## src/rtl/sercmd_pkg.sv

```systemverilog
package sercmd_pkg;

    localparam int BYTE_W = 8;

    typedef enum logic [2:0] {
        PH_OFF,
        PH_ADDR,
        PH_CTRL,
        PH_REGDAT,
        PH_PKT,
        PH_READ,
        PH_SKIP
    } phase_e;

    typedef struct packed {
        logic ce;
        logic sck_rise;
        logic sck_fall;
        logic din;
    } ser_ev_t;

    function automatic logic [BYTE_W-1:0] lsb_first_shift(
        input logic [BYTE_W-1:0] cur,
        input logic              bit_in
    );
        return {bit_in, cur[BYTE_W-1:1]};
    endfunction

endpackage

```

## src/rtl/sercmd_sync.sv

```systemverilog
module sercmd_sync
    import sercmd_pkg::*;
#(
    parameter int STAGES = 2
) (
    input  logic    clk,
    input  logic    rst,
    input  logic    ce_raw,
    input  logic    sck_raw,
    input  logic    din_raw,
    output ser_ev_t ev
);

    logic [STAGES-1:0][2:0] stage_q;
    logic                   sck_prev_q;
    logic                   sck_s;

    always_ff @(posedge clk) begin
        if (rst) begin
            stage_q    <= '0;
            sck_prev_q <= 1'b0;
        end else begin
            stage_q[0] <= {ce_raw, sck_raw, din_raw};
            for (int i = 1; i < STAGES; i++) begin
                stage_q[i] <= stage_q[i-1];
            end
            sck_prev_q <= sck_s;
        end
    end

    assign sck_s       = stage_q[STAGES-1][1];
    assign ev.ce       = stage_q[STAGES-1][2];
    assign ev.din      = stage_q[STAGES-1][0];
    assign ev.sck_rise = sck_s & ~sck_prev_q;
    assign ev.sck_fall = ~sck_s & sck_prev_q;

endmodule

```

## src/rtl/sercmd_regfile.sv

```systemverilog
module sercmd_regfile #(
    parameter int               NUM_REGS  = 14,
    parameter int               REG_W     = 8,
    parameter int               IDX_W     = 4,
    parameter logic [REG_W-1:0] REG0_INIT = 8'h60
) (
    input  logic                      clk,
    input  logic                      rst,
    input  logic                      wr_en,
    input  logic [IDX_W-1:0]          wr_idx,
    input  logic [REG_W-1:0]          wr_data,
    output logic [NUM_REGS*REG_W-1:0] regs_flat
);

    for (genvar g = 0; g < NUM_REGS; g++) begin : g_reg
        localparam logic [REG_W-1:0] INIT = (g == 0) ? REG0_INIT : '0;
        logic [REG_W-1:0] r_q;

        always_ff @(posedge clk) begin
            if (rst) begin
                r_q <= INIT;
            end else if (wr_en && (wr_idx == IDX_W'(g))) begin
                r_q <= wr_data;
            end
        end

        assign regs_flat[g*REG_W +: REG_W] = r_q;
    end

    // no write strobe, no change anywhere in the file
    assert_hold_R3: assert property (@(posedge clk) disable iff (rst)
        !wr_en |=> $stable(regs_flat))
        else $error("register file changed without a write");

    // numbers past the file leave it untouched
    assert_oob_ignored_R3: assert property (@(posedge clk) disable iff (rst)
        (wr_en && (int'(wr_idx) >= NUM_REGS)) |=> $stable(regs_flat))
        else $error("out-of-range register number changed the file");

    // reset value of register 0
    assert_init_R2: assert property (@(posedge clk)
        rst |=> (regs_flat[REG_W-1:0] == REG0_INIT))
        else $error("register 0 reset value wrong");

endmodule

```

## src/rtl/sercmd_pktbuf.sv

```systemverilog
module sercmd_pktbuf #(
    parameter int PKT_BYTES = 19,
    parameter int SYM_W     = 6,
    parameter int CNT_W     = $clog2(PKT_BYTES + 1)
) (
    input  logic                       clk,
    input  logic                       rst,
    input  logic                       start,
    input  logic                       byte_we,
    input  logic [SYM_W-1:0]           sym_in,
    input  logic                       commit,
    output logic [PKT_BYTES*SYM_W-1:0] pkt_flat,
    output logic                       pkt_wr
);

    logic [CNT_W-1:0] cnt_q;
    logic             full;

    assign full = (cnt_q == CNT_W'(PKT_BYTES));

    always_ff @(posedge clk) begin
        if (rst || start) begin
            cnt_q <= '0;
        end else if (byte_we && !full) begin
            cnt_q <= cnt_q + 1'b1;
        end
    end

    for (genvar g = 0; g < PKT_BYTES; g++) begin : g_sym
        logic [SYM_W-1:0] sym_q;

        always_ff @(posedge clk) begin
            if (rst) begin
                sym_q <= '0;
            end else if (byte_we && (cnt_q == CNT_W'(g))) begin
                sym_q <= sym_in;
            end
        end

        assign pkt_flat[g*SYM_W +: SYM_W] = sym_q;
    end

    always_ff @(posedge clk) begin
        if (rst) begin
            pkt_wr <= 1'b0;
        end else begin
            pkt_wr <= commit && full;
        end
    end

    // strobe lasts one cycle
    assert_pulse_R5: assert property (@(posedge clk) disable iff (rst)
        pkt_wr |=> !pkt_wr)
        else $error("packet strobe longer than one cycle");

    // buffer steady while the core takes it
    assert_steady_R5: assert property (@(posedge clk) disable iff (rst)
        pkt_wr |-> $stable(pkt_flat))
        else $error("packet buffer moved during commit");

endmodule

```

## src/rtl/sercmd_rdshift.sv

```systemverilog
module sercmd_rdshift #(
    parameter int READ_BYTES = 19,
    parameter int IDX_W      = $clog2(READ_BYTES + 1)
) (
    input  logic             clk,
    input  logic             rst,
    input  logic             clear,
    input  logic             load_first,
    input  logic             active,
    input  logic             sck_rise,
    input  logic             sck_fall,
    input  logic [7:0]       rd_data,
    output logic [IDX_W-1:0] rd_idx,
    output logic             sdo_low
);

    logic [7:0]       sh_q;
    logic [3:0]       bits_q;
    logic [IDX_W-1:0] idx_q;
    logic             in_range;
    logic [7:0]       next_byte;

    assign in_range  = (idx_q < IDX_W'(READ_BYTES));
    assign next_byte = in_range ? rd_data : 8'hFF;

    always_ff @(posedge clk) begin
        if (rst || clear) begin
            sh_q   <= 8'hFF;
            bits_q <= '0;
            idx_q  <= '0;
        end else if (load_first) begin
            sh_q   <= next_byte;
            bits_q <= '0;
            if (in_range) idx_q <= idx_q + 1'b1;
        end else if (active) begin
            if (sck_rise && (bits_q != 4'd8)) begin
                bits_q <= bits_q + 1'b1;
            end else if (sck_fall && (bits_q != 4'd0)) begin
                if (bits_q == 4'd8) begin
                    sh_q   <= next_byte;
                    bits_q <= '0;
                    if (in_range) idx_q <= idx_q + 1'b1;
                end else begin
                    sh_q <= {1'b1, sh_q[7:1]};
                end
            end
        end
    end

    assign rd_idx  = idx_q;
    assign sdo_low = active & ~sh_q[0];

    // index only steps forward by one or restarts
    assert_step_R7: assert property (@(posedge clk) disable iff (rst)
        !$stable(idx_q) |-> ((idx_q == $past(idx_q) + 1'b1) || (idx_q == '0)))
        else $error("read index jumped");

    // index never passes the end of the stream
    assert_bound_R8: assert property (@(posedge clk) disable iff (rst)
        int'(idx_q) <= READ_BYTES)
        else $error("read index beyond stream");

endmodule

```

## src/rtl/sercmd_port.sv

```systemverilog
module sercmd_port
    import sercmd_pkg::*;
#(
    parameter int         NUM_REGS    = 14,
    parameter int         PKT_BYTES   = 19,
    parameter int         SYM_W       = 6,
    parameter int         SYNC_STAGES = 2,
    parameter logic [7:0] WR_ADDR     = 8'hF4,
    parameter logic [7:0] RD_ADDR     = 8'hF5,
    parameter logic [7:0] REG0_INIT   = 8'h60,
    localparam int        RSEL_W      = 4,
    localparam int        IDX_W       = $clog2(PKT_BYTES + 1)
) (
    input  logic                         clk,
    input  logic                         rst,
    input  logic                         ser_ce,
    input  logic                         ser_clk,
    input  logic                         ser_din,
    output logic                         ser_dout_low,
    output logic [NUM_REGS*8-1:0]        cfg_regs,
    output logic [PKT_BYTES*SYM_W-1:0]   pkt_data,
    output logic                         pkt_wr,
    output logic [IDX_W-1:0]             rd_idx,
    input  logic [7:0]                   rd_data
);

    ser_ev_t           ev;
    phase_e            ph_q;
    logic              ce_q;
    logic [7:0]        sh_q;
    logic [2:0]        nb_q;
    logic [RSEL_W-1:0] rsel_q;

    logic              ce_rise;
    logic              ce_fall;
    logic              byte_done;
    logic [7:0]        byte_val;

    sercmd_sync #(.STAGES(SYNC_STAGES)) u_sync (
        .clk     (clk),
        .rst     (rst),
        .ce_raw  (ser_ce),
        .sck_raw (ser_clk),
        .din_raw (ser_din),
        .ev      (ev)
    );

    assign ce_rise   = ev.ce & ~ce_q;
    assign ce_fall   = ~ev.ce & ce_q;
    assign byte_val  = lsb_first_shift(sh_q, ev.din);
    assign byte_done = ev.ce && (ph_q != PH_OFF) && ev.sck_rise && (nb_q == 3'd7);

    always_ff @(posedge clk) begin
        if (rst) begin
            ph_q   <= PH_OFF;
            ce_q   <= 1'b0;
            sh_q   <= '0;
            nb_q   <= '0;
            rsel_q <= '0;
        end else begin
            ce_q <= ev.ce;
            if (ce_rise) begin
                ph_q <= PH_ADDR;
                nb_q <= '0;
            end else if (!ev.ce) begin
                ph_q <= PH_OFF;
            end else begin
                if (ev.sck_rise && (ph_q != PH_OFF)) begin
                    sh_q <= byte_val;
                    nb_q <= nb_q + 1'b1;
                end
                if (byte_done) begin
                    case (ph_q)
                        PH_ADDR: begin
                            if (byte_val == WR_ADDR)      ph_q <= PH_CTRL;
                            else if (byte_val == RD_ADDR) ph_q <= PH_READ;
                            else                          ph_q <= PH_SKIP;
                        end
                        PH_CTRL: begin
                            if (byte_val[0]) begin
                                ph_q <= PH_PKT;
                            end else begin
                                ph_q   <= PH_REGDAT;
                                rsel_q <= byte_val[7:4];
                            end
                        end
                        PH_REGDAT: ph_q <= PH_SKIP;
                        default: ;
                    endcase
                end
            end
        end
    end

    sercmd_regfile #(
        .NUM_REGS  (NUM_REGS),
        .REG_W     (8),
        .IDX_W     (RSEL_W),
        .REG0_INIT (REG0_INIT)
    ) u_regs (
        .clk       (clk),
        .rst       (rst),
        .wr_en     (byte_done && (ph_q == PH_REGDAT)),
        .wr_idx    (rsel_q),
        .wr_data   (byte_val),
        .regs_flat (cfg_regs)
    );

    sercmd_pktbuf #(
        .PKT_BYTES (PKT_BYTES),
        .SYM_W     (SYM_W)
    ) u_pkt (
        .clk      (clk),
        .rst      (rst),
        .start    (byte_done && (ph_q == PH_CTRL) && byte_val[0]),
        .byte_we  (byte_done && (ph_q == PH_PKT)),
        .sym_in   (byte_val[7:8-SYM_W]),
        .commit   (ce_fall && (ph_q == PH_PKT)),
        .pkt_flat (pkt_data),
        .pkt_wr   (pkt_wr)
    );

    sercmd_rdshift #(
        .READ_BYTES (PKT_BYTES),
        .IDX_W      (IDX_W)
    ) u_rd (
        .clk        (clk),
        .rst        (rst),
        .clear      (ce_rise),
        .load_first (byte_done && (ph_q == PH_ADDR) && (byte_val == RD_ADDR)),
        .active     (ev.ce && (ph_q == PH_READ)),
        .sck_rise   (ev.sck_rise),
        .sck_fall   (ev.sck_fall),
        .rd_data    (rd_data),
        .rd_idx     (rd_idx),
        .sdo_low    (ser_dout_low)
    );

    // framing inactive means the line is let go
    assert_release_off_R9: assert property (@(posedge clk) disable iff (rst)
        !ev.ce |-> !ser_dout_low)
        else $error("data line driven with chip-enable low");

    // only a read transfer may pull the line
    assert_read_only_R9: assert property (@(posedge clk) disable iff (rst)
        ser_dout_low |-> (ph_q == PH_READ))
        else $error("data line driven outside a read");

endmodule

```

## config.mk

```make
export PLATFORM = sky130hd
export DESIGN_NAME = sercmd_port
export DESIGN_NICKNAME = d
export VERILOG_FILES = /design/src/rtl/sercmd_pkg.sv /design/src/rtl/sercmd_sync.sv /design/src/rtl/sercmd_regfile.sv /design/src/rtl/sercmd_pktbuf.sv /design/src/rtl/sercmd_rdshift.sv /design/src/rtl/sercmd_port.sv
export SDC_FILE = /design/constraint.sdc
export NUM_CORES = 1
export LEC_CHECK = 0
export BUFFER_PORTS_ARGS = -buffer_cell sky130_fd_sc_hd__buf_2
export CAP_MARGIN = 5
export CORE_UTILIZATION = 30
export DETAILED_ROUTE_END_ITERATION = 10
export PLACE_DENSITY = 0.52
export SLEW_MARGIN = 20
export SYNTH_ARGS = -nofsm -noshare
export SYNTH_HDL_FRONTEND = slang
export SYNTH_SLANG_ARGS = --single-unit
```

## constraint.sdc

```tcl
create_clock -name clk -period 4.47 [get_ports clk]
set_input_delay 0 -clock clk [delete_from_list [all_inputs] [get_ports clk]]
set_output_delay 0 -clock clk [all_outputs]
set_load 0.02 [all_outputs]
```

Word level (Yosys, flattened, before mapping)
Cells that the tools add are included.
Word-level totals
  input bits: 13
  output and inout port bits: 233
  word-level logic and storage cells: 204
  bits in registers: 275
Operators by class
  reductions and logical operators: 73
  magnitude comparators: 1
  bitwise operators: 12
  equality and inequality tests: 45
  multiplexer cells: 22
  $add $sub $neg: 4
Operators with widths (count)
  $logic_and A1 B1 Y1: 49
  $mux W8: 6
  $eq A5 B4 Y1 const B: 8
  $mux W5: 6
  $eq A4 B4 Y1 const B: 7
  $eq A5 B3 Y1 const B: 4
  $eq A5 B5 Y1 const B: 4
  $eq A4 B3 Y1 const B: 4
  $eq A8 B8 Y1 const B: 2
  $mux W4: 3
  $add A5 B1 Y5 const B: 2
  $eq A5 B2 Y1 const B: 2
  $reduce_bool A2 Y1: 5
  $eq A3 B3 Y1 const B: 3
  $pmux W3 S3: 1
  $reduce_and A3 Y1: 3
  $eq A4 B2 Y1 const B: 2
  $not A1 Y1: 7
  $eq A3 B2 Y1 const B: 2
  $mux W3: 2
  $reduce_and A2 Y1: 3
  $reduce_bool A3 Y1: 2
  $and A1 B1 Y1: 5
  $eq A5 B1 Y1 const B: 1
  other kinds (20): 24

Longest topological paths before layout
Gate-level depths: netlist (run 1).
  depth after elaboration: 8
  gate-level depth with buffers: 8
  mapped depth without buffers: 6

Modules after synthesis
Synthesis (run 1) repeated with hierarchy kept, for this count alone.
Unflattened totals
  cell total of the unflattened synthesis: 1053
  area, all modules: 11428.5 µm²
Modules (own cells, without submodules)
  sercmd_pktbuf: cells an instance 449, instances 1, area each 4992.3 µm², seq. area each 2402.3 µm²
  sercmd_regfile: cells an instance 391, instances 1, area each 4439.3 µm², seq. area each 2242.2 µm²
  sercmd_rdshift: cells an instance 103, instances 1, area each 893.4 µm², seq. area each 340.3 µm²
  sercmd_port: cells an instance 92, instances 1, area each 892.1 µm², seq. area each 360.3 µm²
  sercmd_sync: cells an instance 18, instances 1, area each 211.5 µm², seq. area each 140.1 µm²

Least setup slack after synthesis (run 1)
No wires, ideal clock.
  path kind: flip-flop to flip-flop
  start: register nb_q[0]
  end: register u_rd.sh_q[0]
  arrival time: 1.951 ns
  path slack: 2.397 ns
  cell stages (with the launch flop): 8
  period minus slack after synthesis: 2.073 ns
  cells stage by stage: dfxtp_1 -> ha_1 -> ha_1 -> nand4b_1 -> or4_4 -> buf_6 -> a211o_1 -> a221o_1
On the way
  word-level cells in the longest chain between the ends: 6
Ends and longest elaborated chain
  start: declaration: line sercmd_port.sv:31  | logic [2:0] nb_q;
  start signal: assignment: line sercmd_port.sv:70  | nb_q <= nb_q + 1'b1;
  $eq A3 B3 Y1 *: line sercmd_port.sv:51  | assign byte_done = ev.ce && (ph_q != PH_OFF) && ev.sck_rise && (nb_q == 3'd7);
  $logic_and A1 B1 Y1 *: line sercmd_port.sv:51
  $logic_and A1 B1 Y1 * (2 in series): line sercmd_port.sv:130  | .load_first (byte_done && (ph_q == PH_ADDR) && (byte_val == RD_ADDR)),
  $ne A2 B1 Y1 (no source line) / $reduce_bool A2 Y1 (equally long branches)
  $reduce_and A3 Y1 (no source line)
  end signal: assignment: line sercmd_rdshift.sv:32  | sh_q <= next_byte;
  end signal: assignment: line sercmd_rdshift.sv:40  | sh_q <= next_byte;
  end signal: assignment: line sercmd_rdshift.sv:44  | sh_q <= {1'b1, sh_q[7:1]};
  end: declaration: line sercmd_rdshift.sv:17  | logic [7:0] sh_q;
Every way passes the cells marked *; elsewhere a longest branch is shown, timed or not.
A chain may end at the register's enable or synchronous reset.

Worst setup path after layout (run 1)
  start: register nb_q[0]
  end: register u_pkt.g_sym[16].sym_q[0]
On the way
  word-level cells in the longest chain between the ends: 4
Ends and longest elaborated chain
  $eq A3 B3 Y1: line sercmd_port.sv:51
  $logic_and A1 B1 Y1: line sercmd_port.sv:51
  $logic_and A1 B1 Y1: line sercmd_port.sv:116  | .byte_we (byte_done && (ph_q == PH_PKT)),
  $logic_and A1 B1 Y1: line sercmd_pktbuf.sv:35  | end else if (byte_we && (cnt_q == CNT_W'(g))) begin
  end signal: assignment: line sercmd_pktbuf.sv:36  | sym_q <= sym_in;
  end: declaration: line sercmd_pktbuf.sv:30  | logic [SYM_W-1:0] sym_q;
Every way passes these cells.

==> results of run 1 <==
critical path, cell delays in order, from the launching register on:
cell	delay [ns]
dfxtp_1	0.35
ha_1	0.16
ha_1	0.17
and4b_1	0.70
and3_1	0.26
buf_4	0.27
nand3_1	0.37
mux2i_1	0.21
metal layers:
layer	vias up	GRT usage, %	part of all wire [%]
li1	4140	-	-
met1	4024	22.35	46
met2	221	26.81	45
met3	44	4.298	6.5
met4	0	4.342	2.2
met5	-	0	0
placed cells by master, fill, tap and decap left out, drive strengths merged, types with 10 or more instances in the layout:
master,netlist,layout
dlygate4sd3,0,12
nand4,18,18
inv,15,19
nor2,101,101
dfxtp,274,274
nand3,48,48
nor2b,18,18
mux2i,219,219
buf,14,255
clkbuf,72,44
nand2,172,172
ha,10,10
a21oi,31,31
state kept, by name (all words and copies together), names as in the netlist:
signal / count
u_sync.sck_prev_q: 1
u_rd.bits_q: 4
u_sync.sck_s: 1
u_sync.stage_q: 3
u_pkt.g_sym.sym_q: 114
sh_q: 7
u_rd.rd_idx: 5
u_rd.sh_q: 8
u_pkt.pkt_wr: 1
ce_q: 1
u_regs.g.r_q: 112
nb_q: 3
u_pkt.cnt_q: 5
u_sync.ev: 2
ph_q: 3
rsel_q: 4
through the flow:
stage | utilization (%) | instances
finish | 38.61 | 1781
global route | 38.61 | 1781
CTS | 38.58 | 1780
detailed placement | 35.07 | 1712
global placement | 35.07 | 1712
floorplan | - | 1088
power groups by stage:
stage	sequential, mW	clock, mW	combinational, mW
floorplan	2.50	0	0.0457
global placement	2.50	0	0.0671
detailed placement	2.50	0	0.0669
CTS	2.45	2.77	0.0752
global route	2.45	2.87	0.0813
finish	2.45	2.69	0.0740
cell families (layout without fill, tap and decap cells):
| group | count (synthesis) | in the layout | synth area share (%) |
|---|---|---|---|
| AND/OR/NAND/NOR | 406 | 406 | 17.79 |
| flip-flops | 274 | 274 | 51.72 |
| multiplexers | 219 | 219 | 20.67 |
| buffers and inverters | 101 | 338 | 3.751 |
| AO/OA/AOI/OAI | 74 | 74 | 4.565 |
| adder cells (fa/ha/maj) | 10 | 10 | 1.180 |
| XOR/XNOR | 4 | 4 | 0.3304 |
| other | 0 | 1 | 0 |
area by class of cell:
cell class / instances / area, µm² / share of cell area, %
antenna: 1 / 2.502 / 0.01872
multi-input combinational: 713 / 4735 / 35.41
clock inverter: 12 / 180.2 / 1.348
sequential: 274 / 5485 / 41.03
clock buffer: 44 / 914.6 / 6.841
timing repair buffer: 267 / 1424 / 10.65
inverter: 15 / 58.81 / 0.4399
tap: 455 / 569.3 / 4.258
worst max-delay path by stage:
| stage | from | endpoint | slack (ns) | depth (start not counted) |
|---|---|---|---|---|
| after global routing | nb_q[0]$_SDFFE_PP0P_ | u_pkt.g_sym[17].sym_q[2]$_SDFFE_PP0P_ | 1.59 | 7 |
| final | nb_q[0]$_SDFFE_PP0P_ | u_pkt.g_sym[16].sym_q[0]$_SDFFE_PP0P_ | 1.81 | 7 |
| after floorplan | nb_q[0]$_SDFFE_PP0P_ | u_rd.sh_q[0]$_SDFFE_PP1P_ | 2.40 | 7 |
| after CTS | nb_q[0]$_SDFFE_PP0P_ | u_pkt.g_sym[16].sym_q[0]$_SDFFE_PP0P_ | 1.79 | 7 |
| after detailed placement | nb_q[0]$_SDFFE_PP0P_ | u_pkt.g_sym[16].sym_q[3]$_SDFFE_PP0P_ | 1.80 | 7 |
| after global placement | nb_q[0]$_SDFFE_PP0P_ | u_pkt.g_sym[16].sym_q[0]$_SDFFE_PP0P_ | 1.89 | 7 |
==> out/qor.txt, run 1 <==
outcome -> completed
Worst EP required -> 4.87 ns
Detailed Route Iter0 Violations -> 358
Top FF cell, synth -> dfxtp_1
Hold Path Class -> in -> reg
Final setup viols -> 0
Critical Path Start Type -> flop
post-synth cell types -> 58
Residual DRC -> 0
remaining global-route overflow -> 0
crit path time final -> 2.663 ns
Cells on Worst Hold Path -> 3
Max-slew headroom -> 31.45%
setup TNS -> 0 ns
die width -> 190.0 µm
Clock Pin Slew Worst Setup and Hold Paths -> 0.06 ns
post-DR vias/cell -> 4.733
R2R Setup Slk -> 1.81 ns
number of port buffers -> 245
pwr/cell area -> 390.0 nW/µm²
Post-Syn Area -> 10610 µm²
Switch Pwr -> 1.098 mW
fin worst setup slack -> 1.807 ns
Clock Sinks -> 274
WL/cell -> 17.42 µm
Max Cap Violations -> 0
Max Clk Rate -> 375.5 MHz
Worst-Skew Late Latency -> 0.56 ns
Worst Tran Pin Value -> 1.026 ns
Core Region -> 34630 µm²
root buf cell -> clkbuf_16
fill count -> 3522
Post-Route WL -> 31020 µm
area leader, netlist -> dfxtp_1
largest net degree at the start of global routing -> 90
Ys Warns -> 0
DR vias -> 8429
mean post-synth cell area -> 9.749 µm²
main area contributors after synthesis -> dfxtp_1, mux2i_1, nand2_1
clock power share -> 51.6%
Hold Vio Cnt, Final -> 0
Initial Utilization -> 30.63%
part of the cycle the worst path needs -> 59.58%
Post-synth EDFFs -> 0
Die Y -> 190.0 µm
unrepaired setup endpoints after global routing -> no
CTS H-tree depth -> 1
I/O Pins -> 246
Logic pwr share -> 1.4%
Post-synth ARST share -> 0%
top-area cell type share of the netlist area -> 51.72%
VDD IR-drop max -> 0.0003372 V
share of cells above drive strength 1 -> 24.08%
post-synthesis register bit count -> 274
CTS tree -> yes
fin nets -> 1325
fin area -> 13370 µm²
crit end category -> flop
Total GRT Usage -> 16.78%
post_cts resized -> 0
hold endpoint -> u_sync.stage_q[1]$_SDFF_PP0_
HPWL Detailed -> 20360 µm
cell internal pwr -> 4.116 mW
Worst Clk Skew -> 0.01362 ns
DIE AREA -> 36110 µm²
CTS Buf Count -> 31
Initial DRT Pass Iterations -> 6
area post-placement -> 12150 µm²
FP Rows -> 68
setup bufs post-CTS -> 0
Crit Path Class -> reg -> reg
crit-path max FO -> 27
Data arrival, critical path -> 3.06 ns
min-delay src -> ser_clk
Worst R2R Path Depth -> 7
count leader, synth -> dfxtp_1
post-cts hold buffer count -> 12
R2R Path End -> u_pkt.g_sym[16].sym_q[0]$_SDFFE_PP0P_
routability cong. -> 0.7495
reg2reg start -> nb_q[0]$_SDFFE_PP0P_
net switching fraction of the power -> 21.06%
Synthesized Nets -> 1111
initial antenna violation count -> 1
Syn Inst Count -> 1088
sequential power share -> 47.0%
Synth top cells by count -> dfxtp_1, mux2i_1, nand2_1, nor2_1, clkbuf_1
Seq/Total Area, Yosys -> 51.72%
P_leak -> 6.807 nW
WHS -> 0.1939 ns
P&R area growth vs syn -> 26.05%
first-pass GRT wire length -> 48100 µm
Placement Setup Slack -> 1.795 ns
Max Slew Vio Count -> 0
Final Power -> 5.214 mW
Antenna Nets Post-Route -> 0
Clock Tree Buf Depth -> 3
vias in the first global route -> 8130
No activity file was read; power rests on OpenSTA's default activity.
==> run 2, diff against run 1 <==
- clock period: 4.47 -> 2.65 ns (I/O delays scaled with it)
==> run 2 against run 1 <==
Effect of this change: combinational power is 73% higher; global-route usage is 0.21 points higher; non-clock buffer count is 28 higher; sequential power is 69% higher; clock power is 81% higher; largest cell class unchanged; largest power group unchanged; highest routed layer unchanged.
==> out/qor.txt, run 2 (synthesis gave the netlist of run 1 again) <==
unrepaired setup endpoints after global routing -> no (unchanged)
Worst Clk Skew -> 0.01088 ns (was 0.01362 ns)
fin nets -> 1356 (was 1325)
part of the cycle the worst path needs -> 87.84% (was 59.58%)
initial antenna violation count -> 0 (was 1)
Worst-Skew Late Latency -> 0.51 ns (was 0.56 ns)
Hold Vio Cnt, Final -> 0 (unchanged)
Antenna Nets Post-Route -> 0 (unchanged)
slowest CP cell -> and4b_1 (unchanged)
commonest non-fill, non-tap cell in the layout -> dfxtp_1 (unchanged)
Clock Sinks -> 274 (unchanged)
min-delay src -> ser_clk (unchanged)
first-pass GRT wire length -> 47870 µm (was 48100 µm)
die width -> 190.0 µm (unchanged)
fill count -> 3507 (was 3522)
Cells on Worst Hold Path -> 3 (unchanged)
Largest Register -> u_pkt.g_sym.sym_q (unchanged)
pwr/cell area -> 667.3 nW/µm² (was 390.0 nW/µm²)
Multi-input gate area -> 4728 µm² (was 4735 µm²)
post-DR vias/cell -> 4.690 (was 4.733)
Core Util, Final -> 39.47% (was 38.61%)
root buf cell -> clkbuf_16 (unchanged)
CTS tree -> yes (unchanged)
setup TNS -> 0 ns (unchanged)
DIE AREA -> 36110 µm² (unchanged)
share of cells above drive strength 1 -> 25.72% (was 24.08%)
crit path time final -> 2.328 ns (was 2.663 ns)
CP most frequent cell -> ha_1 (unchanged)
R2R Setup Slk -> 0.32 ns (was 1.81 ns)
Residual DRC -> 0 (unchanged)
HPWL Detailed -> 20680 µm (was 20360 µm)
crit end category -> flop (unchanged)
Max Cap Violations -> 0 (unchanged)
Worst Tran Pin Value -> 1.059 ns (was 1.026 ns)
Max Clk Rate -> 429.6 MHz (was 375.5 MHz)
Largest register FFs -> 114 (unchanged)
Core Region -> 34630 µm² (unchanged)
DR vias -> 8498 (was 8429)
Max Slew Vio Count -> 0 (unchanged)
Max-slew headroom -> 29.42% (was 31.45%)
CTS H-tree depth -> 2 (was 1)
P&R area growth vs syn -> 28.88% (was 26.05%)
Initial Utilization -> 30.63% (unchanged)
delay of the slowest critical-path stage -> 0.59 ns (was 0.70 ns)
Worst EP required -> 3.01 ns (was 4.87 ns)
Register Area -> 5485 µm² (unchanged)
Clock Pin Slew Worst Setup and Hold Paths -> 0.06 ns (about the same)
Total GRT Usage -> 16.99% (was 16.78%)
Initial DRT Pass Iterations -> 5 (was 6)
crit-path max FO -> 14 (was 27)
CTS Buf Count -> 34 (was 31)
Largest regs -> u_pkt.g_sym.sym_q x114, u_regs.g.r_q x112, u_rd.sh_q x8 (unchanged)
Critical Path Start Type -> flop (unchanged)
Post-Place Cells -> 1740 (was 1712)
Clock Tree Buf Depth -> 3 (unchanged)
most frequent cells in the layout -> dfxtp_1, buf_2, mux2i_1, nand2_1, nor2_1 (unchanged)
Hold Path Class -> in -> reg (unchanged)
routability cong. -> 0.7748 (was 0.7495)
reg2reg start -> nb_q[0]$_SDFFE_PP0P_ (unchanged)
ANT cells -> 0 (was 1)
FP Rows -> 68 (unchanged)
Data arrival, critical path -> 2.69 ns (was 3.06 ns)
R2R Path End -> u_pkt.g_sym[16].sym_q[3]$_SDFFE_PP0P_ (was u_pkt.g_sym[16].sym_q[0]$_SDFFE_PP0P_)
hold endpoint -> u_sync.stage_q[1]$_SDFF_PP0_ (unchanged)
P_leak -> 6.995 nW (was 6.807 nW)
Crit Path Class -> reg -> reg (unchanged)
I/O Pins -> 246 (unchanged)
remaining global-route overflow -> 0 (unchanged)
Worst R2R Path Depth -> 6 (was 7)
number of port buffers -> 245 (unchanged)
VDD IR-drop max -> 0.0005710 V (was 0.0003372 V)
vias in the first global route -> 8099 (was 8130)
Post-Layout Cell Count -> 1812 (was 1781)
fin worst setup slack -> 0.3224 ns (was 1.807 ns)
outcome -> completed (unchanged)
Placement Setup Slack -> 0.3342 ns (was 1.795 ns)
largest net degree at the start of global routing -> 114 (was 90)
Die Y -> 190.0 µm (unchanged)
setup bufs post-CTS -> 0 (unchanged)
Final setup viols -> 0 (unchanged)
WL/cell -> 17.32 µm (was 17.42 µm)
Detailed Route Iter0 Violations -> 448 (was 358)
CP cell instances -> ha_1 -> ha_1 -> and4b_1 -> and3_1 -> nand3_1 -> mux2i_1 (was ha_1 -> ha_1 -> and4b_1 -> and3_1 -> buf_4 -> nand3_1 -> mux2i_1)
Post-Route WL -> 31380 µm (was 31020 µm)
run 2: final cells by class:
class	instances	area share [%]
clock buffer	47	7.414
clock inverter	13	1.227
sequential	274	40.13
tap	455	4.165
inverter	15	0.4302
timing repair buffer	295	12.05
multi-input combinational	713	34.59
run 2: critical path, delay by kind of cell, from the launching register on:
kind | cells | cell delay [ns]
adders and majority gates | 2 | 0.33
DFF | 1 | 0.34
and+or+nand+nor | 3 | 1.28
muxes | 1 | 0.21
run 2: worst max-delay path by stage:
| stage | from | end | slack [ns] | cells past startpoint |
|---|---|---|---|---|
| floorplan | nb_q[0]$_SDFFE_PP0P_ | u_rd.sh_q[0]$_SDFFE_PP1P_ | 0.58 | 7 |
| global placement | nb_q[0]$_SDFFE_PP0P_ | u_pkt.g_sym[16].sym_q[5]$_SDFFE_PP0P_ | 0.36 | 6 |
| detailed placement | nb_q[0]$_SDFFE_PP0P_ | u_pkt.g_sym[18].sym_q[3]$_SDFFE_PP0P_ | 0.33 | 6 |
| CTS | nb_q[0]$_SDFFE_PP0P_ | u_pkt.g_sym[18].sym_q[5]$_SDFFE_PP0P_ | 0.32 | 6 |
| global route | nb_q[0]$_SDFFE_PP0P_ | u_pkt.g_sym[18].sym_q[3]$_SDFFE_PP0P_ | 0.16 | 6 |
| finish | nb_q[0]$_SDFFE_PP0P_ | u_pkt.g_sym[16].sym_q[3]$_SDFFE_PP0P_ | 0.32 | 6 |
run 2: metal layers:
layer  track usage, %  wire [µm]
met1            22.25      14450
met2            26.80      14020
met3            5.128       2312
met4            4.870        595
met5                0          0
run 2: what timing repair did:
action / in CTS / in global routing
gates resized for setup: 0 / 0
endpoints found under the hold margin: 29 / 0
hold buffers: 12 / 0
run 2: power by group:
part	total, mW	leakage (nW)	internal [mW]	switching [mW]
registers	4.13	2.21	4.13	0.00497
logic	0.128	4.20	0.0353	0.0928
clock network	4.86	0.586	3.06	1.80
total	9.12	6.99	7.22	1.90
run 2: metrics by stage:
stage / hold WS (ns) / power (mW) / area, µm²
after floorplan: 0.08591 / 4.295 / 10610
after global placement: 0.2200 / 4.338 / 12370
after detailed placement: 0.2124 / 4.338 / 12370
after CTS: 0.2283 / 9.271 / 13670
after global routing: 0.2644 / 9.458 / 13670
final: 0.2485 / 9.122 / 13670
==> run 3, diff against run 2 <==
- BUFFER_PORTS_ARGS: -buffer_cell sky130_fd_sc_hd__buf_2 -> default
- DONT_BUFFER_PORTS: default -> 1
- PLACE_DENSITY: 0.52 -> 0.46
- SYNTH_HIERARCHICAL: default -> 1
==> run 3 against run 2 <==
Effect of this change: die area up 7.7%; sequential share of layout area up 1.8 points; via count down 15%; non-clock buffer count down 265; sequential cell count unchanged; final cell count down 13%.
==> out/qor.txt, run 3 <==
Post-synth ARST share -> 0% (unchanged)
Worst R2R Path Depth -> 9 (was 6)
Die Y -> 197.2 µm (was 190.0 µm)
Total GRT Usage -> 15.52% (was 16.99%)
top-area cell type share of the netlist area -> 48.00% (was 51.72%)
Max Clk Rate -> 413.2 MHz (was 429.6 MHz)
Clock Sinks -> 274 (unchanged)
Synth top cells by count -> dfxtp_1, nand2b_1, mux2i_1, clkbuf_1, a21oi_1 (was dfxtp_1, mux2i_1, nand2_1, nor2_1, clkbuf_1)
die width -> 197.2 µm (was 190.0 µm)
Clock Pin Slew Worst Setup and Hold Paths -> 0.06 ns (about the same)
Core Region -> 37580 µm² (was 34630 µm²)
DR vias -> 7220 (was 8498)
WL/cell -> 19.44 µm (was 17.32 µm)
routability cong. -> 0.7194 (was 0.7748)
Post-Syn Area -> 11430 µm² (was 10610 µm²)
Worst Clk Skew -> 0.01841 ns (was 0.01088 ns)
FP Rows -> 71 (was 68)
Hold Vio Cnt, Final -> 0 (unchanged)
crit end category -> flop (unchanged)
Largest regs -> u_pkt/g_sym.sym_q x114, u_regs/g.r_q x112, u_rd/sh_q x8 (was u_pkt.g_sym.sym_q x114, u_regs.g.r_q x112, u_rd.sh_q x8)
outcome -> completed (unchanged)
Residual DRC -> 0 (unchanged)
HPWL Detailed -> 19520 µm (was 20680 µm)
Max Slew Vio Count -> 0 (unchanged)
most frequent cells in the layout -> dfxtp_1, nand2b_1, mux2i_1, clkbuf_16, a21oi_1 (was dfxtp_1, buf_2, mux2i_1, nand2_1, nor2_1)
Largest Register -> u_pkt/g_sym.sym_q (was u_pkt.g_sym.sym_q)
Max Cap Violations -> 0 (unchanged)
first-pass GRT wire length -> 46640 µm (was 47870 µm)
Data arrival, critical path -> 2.86 ns (was 2.69 ns)
R2R Path End -> u_rd/sh_q[5]$_SDFFE_PP1P_ (was u_pkt.g_sym[16].sym_q[3]$_SDFFE_PP0P_)
Crit Path Class -> reg -> reg (unchanged)
vias in the first global route -> 7389 (was 8099)
remaining global-route overflow -> 0 (unchanged)
ANT cells -> 0 (unchanged)
Post-synth EDFFs -> 0 (unchanged)
count leader, synth -> dfxtp_1 (unchanged)
DIE AREA -> 38880 µm² (was 36110 µm²)
unrepaired setup endpoints after global routing -> no (unchanged)
crit path time final -> 2.420 ns (was 2.328 ns)
Ys Warns -> 6 (was 0)
commonest non-fill, non-tap cell in the layout -> dfxtp_1 (unchanged)
Core Util, Final -> 34.86% (was 39.47%)
Hold Path Class -> in -> reg (unchanged)
Worst EP required -> 3.09 ns (was 3.01 ns)
post-DR vias/cell -> 4.570 (was 4.690)
mean post-synth cell area -> 10.85 µm² (was 9.749 µm²)
Worst-Skew Late Latency -> 0.57 ns (was 0.51 ns)
Initial Utilization -> 30.41% (was 30.63%)
Top FF cell, synth -> dfxtp_1 (unchanged)
share of cells above drive strength 1 -> 11.32% (was 25.72%)
WHS -> 0.04410 ns (was 0.2485 ns)
area leader, netlist -> dfxtp_1 (unchanged)
Initial DRT Pass Iterations -> 4 (was 5)
CTS H-tree depth -> 1 (was 2)
setup TNS -> 0 ns (unchanged)
fill count -> 3807 (was 3507)
Critical Path Start Type -> flop (unchanged)
Final setup viols -> 0 (unchanged)
Clock Tree Buf Depth -> 3 (unchanged)
Placement Setup Slack -> 0.09711 ns (was 0.3342 ns)
Synthesized Nets -> 1077 (was 1111)
post-synthesis register bit count -> 274 (unchanged)
Seq/Total Area, Yosys -> 48.00% (was 51.72%)
Worst Tran Pin Value -> 0.9422 ns (was 1.059 ns)
main area contributors after synthesis -> dfxtp_1, mux2i_1, nand2b_1 (was dfxtp_1, mux2i_1, nand2_1)
Largest register FFs -> 114 (unchanged)
Antenna Nets Post-Route -> 0 (unchanged)
R2R Setup Slk -> 0.23 ns (was 0.32 ns)
Cells on Worst Hold Path -> 2 (was 3)
CTS Buf Count -> 31 (was 34)
VDD IR-drop max -> 0.0004344 V (was 0.0005710 V)
reg2reg start -> nb_q[0]$_SDFFE_PP0P_ (unchanged)
I/O Pins -> 246 (unchanged)
post-synth cell types -> 70 (was 58)
root buf cell -> clkbuf_16 (unchanged)
crit-path max FO -> 15 (was 14)
Post-Route WL -> 30720 µm (was 31380 µm)
number of port buffers -> 0 (was 245)
hold endpoint -> u_sync/ev[3]$_SDFF_PP0_ (was u_sync.stage_q[1]$_SDFF_PP0_)
min-delay src -> rst (was ser_clk)
pwr/cell area -> 672.7 nW/µm² (was 667.3 nW/µm²)
part of the cycle the worst path needs -> 91.33% (was 87.84%)
CTS tree -> yes (unchanged)
Syn Inst Count -> 1053 (was 1088)
Detailed Route Iter0 Violations -> 250 (was 448)
initial antenna violation count -> 0 (unchanged)
P_leak -> 5.792 nW (was 6.995 nW)
Max-slew headroom -> 37.18% (was 29.42%)
fin nets -> 1068 (was 1356)
largest net degree at the start of global routing -> 251 (was 114)
fin worst setup slack -> 0.2299 ns (was 0.3224 ns)
P&R area growth vs syn -> 14.61% (was 28.88%)
[run 3: changes by cell type in the layout (fill, tap and decap cells not counted), sizes merged, moves of 6 or more]
| cell | delta |
|---|---|
| nand4 | -7 |
| a211oi | -8 |
| nor2 | -89 |
| o21ai | +13 |
| nand2 | -148 |
| buf | -267 |
| nand2b | +240 |
| o22ai | +7 |
| mux2i | +12 |
| nand3 | -22 |
| and4b | -6 |
| a21oi | -12 |
[run 3: routing by layer]
layer	global-route usage [%]	share of wire, %	wire [µm]	vias up
met2	25.60	47	14310	190
met5	0	0	0	-
li1	-	-	-	3571
met4	4.278	2.1	636	0
met3	6.829	10	3110	39
met1	18.17	41	12670	3420
[run 3: critical path: stages (launching register included)]
cell	delay [ns]
dfxtp_1	0.34
ha_1	0.16
ha_1	0.15
and3_1	0.23
nand2_1	0.13
nor4bb_4	0.37
inv_1	0.13
a311o_2	0.50
a21oi_1	0.18
o21ai_0	0.10
[run 3: metrics by stage]
step / cells / total power [mW] / area, µm²
6_report: 1580 / 8.810 / 13100
5_1_grt: 1580 / 9.138 / 13100
4_1_cts: 1580 / 8.960 / 13090
3_5_place_dp: 1507 / 4.299 / 11830
3_3_place_gp: 1507 / 4.299 / 11830
2_1_floorplan: 1053 / 4.325 / 11430
[run 3: area by class of cell]
type                    instances  area [µm²]  share of cell area, %
repair buffers                 30       280.3                  2.140
clock buffers                  44       904.6                  6.907
flip-flops and latches        274        5485                  41.88
multi-input cells             694        5550                  42.38
well taps                     511       639.4                  4.882
inverters                      13       48.80                 0.3726
clock inverters                14       188.9                  1.442
[run 3: how the worst max path moves through the flow]
stage	from	endpoint	slack (ns)
2_1_floorplan	u_sync/sck_s$_SDFF_PP0_	u_rd/sh_q[2]$_SDFFE_PP1P_	0.29
3_3_place_gp	nb_q[0]$_SDFFE_PP0P_	u_rd/sh_q[5]$_SDFFE_PP1P_	0.19
3_5_place_dp	nb_q[0]$_SDFFE_PP0P_	u_rd/sh_q[5]$_SDFFE_PP1P_	0.1
4_1_cts	nb_q[0]$_SDFFE_PP0P_	u_rd/sh_q[5]$_SDFFE_PP1P_	0.08
5_1_grt	nb_q[0]$_SDFFE_PP0P_	u_rd/sh_q[0]$_SDFFE_PP1P_	0.03
6_report	nb_q[0]$_SDFFE_PP0P_	u_rd/sh_q[5]$_SDFFE_PP1P_	0.23
[run 3: cells by family after synthesis]
group / count (synthesis) / synth area share, %
compound gates: 71 / 4.106
buf+inv: 85 / 3.602
flops: 274 / 48.00
mux: 232 / 20.36
fa+ha+maj: 11 / 1.204
xor+xnor: 2 / 0.1533
simple gates: 378 / 22.58
[run 3: timing repair]
action	in CTS	in global routing
endpoints found under the hold margin	272	0
setup endpoints to repair	0	7
hold buffers	15	0
gates resized for setup	0	2
buffers inserted	0	0
[run 3: power breakdown]
part	total, mW	switching [mW]	internal [mW]
Sequential	4.13	0.00435	4.12
Clock	4.53	1.77	2.76
Combinational	0.148	0.0686	0.0798
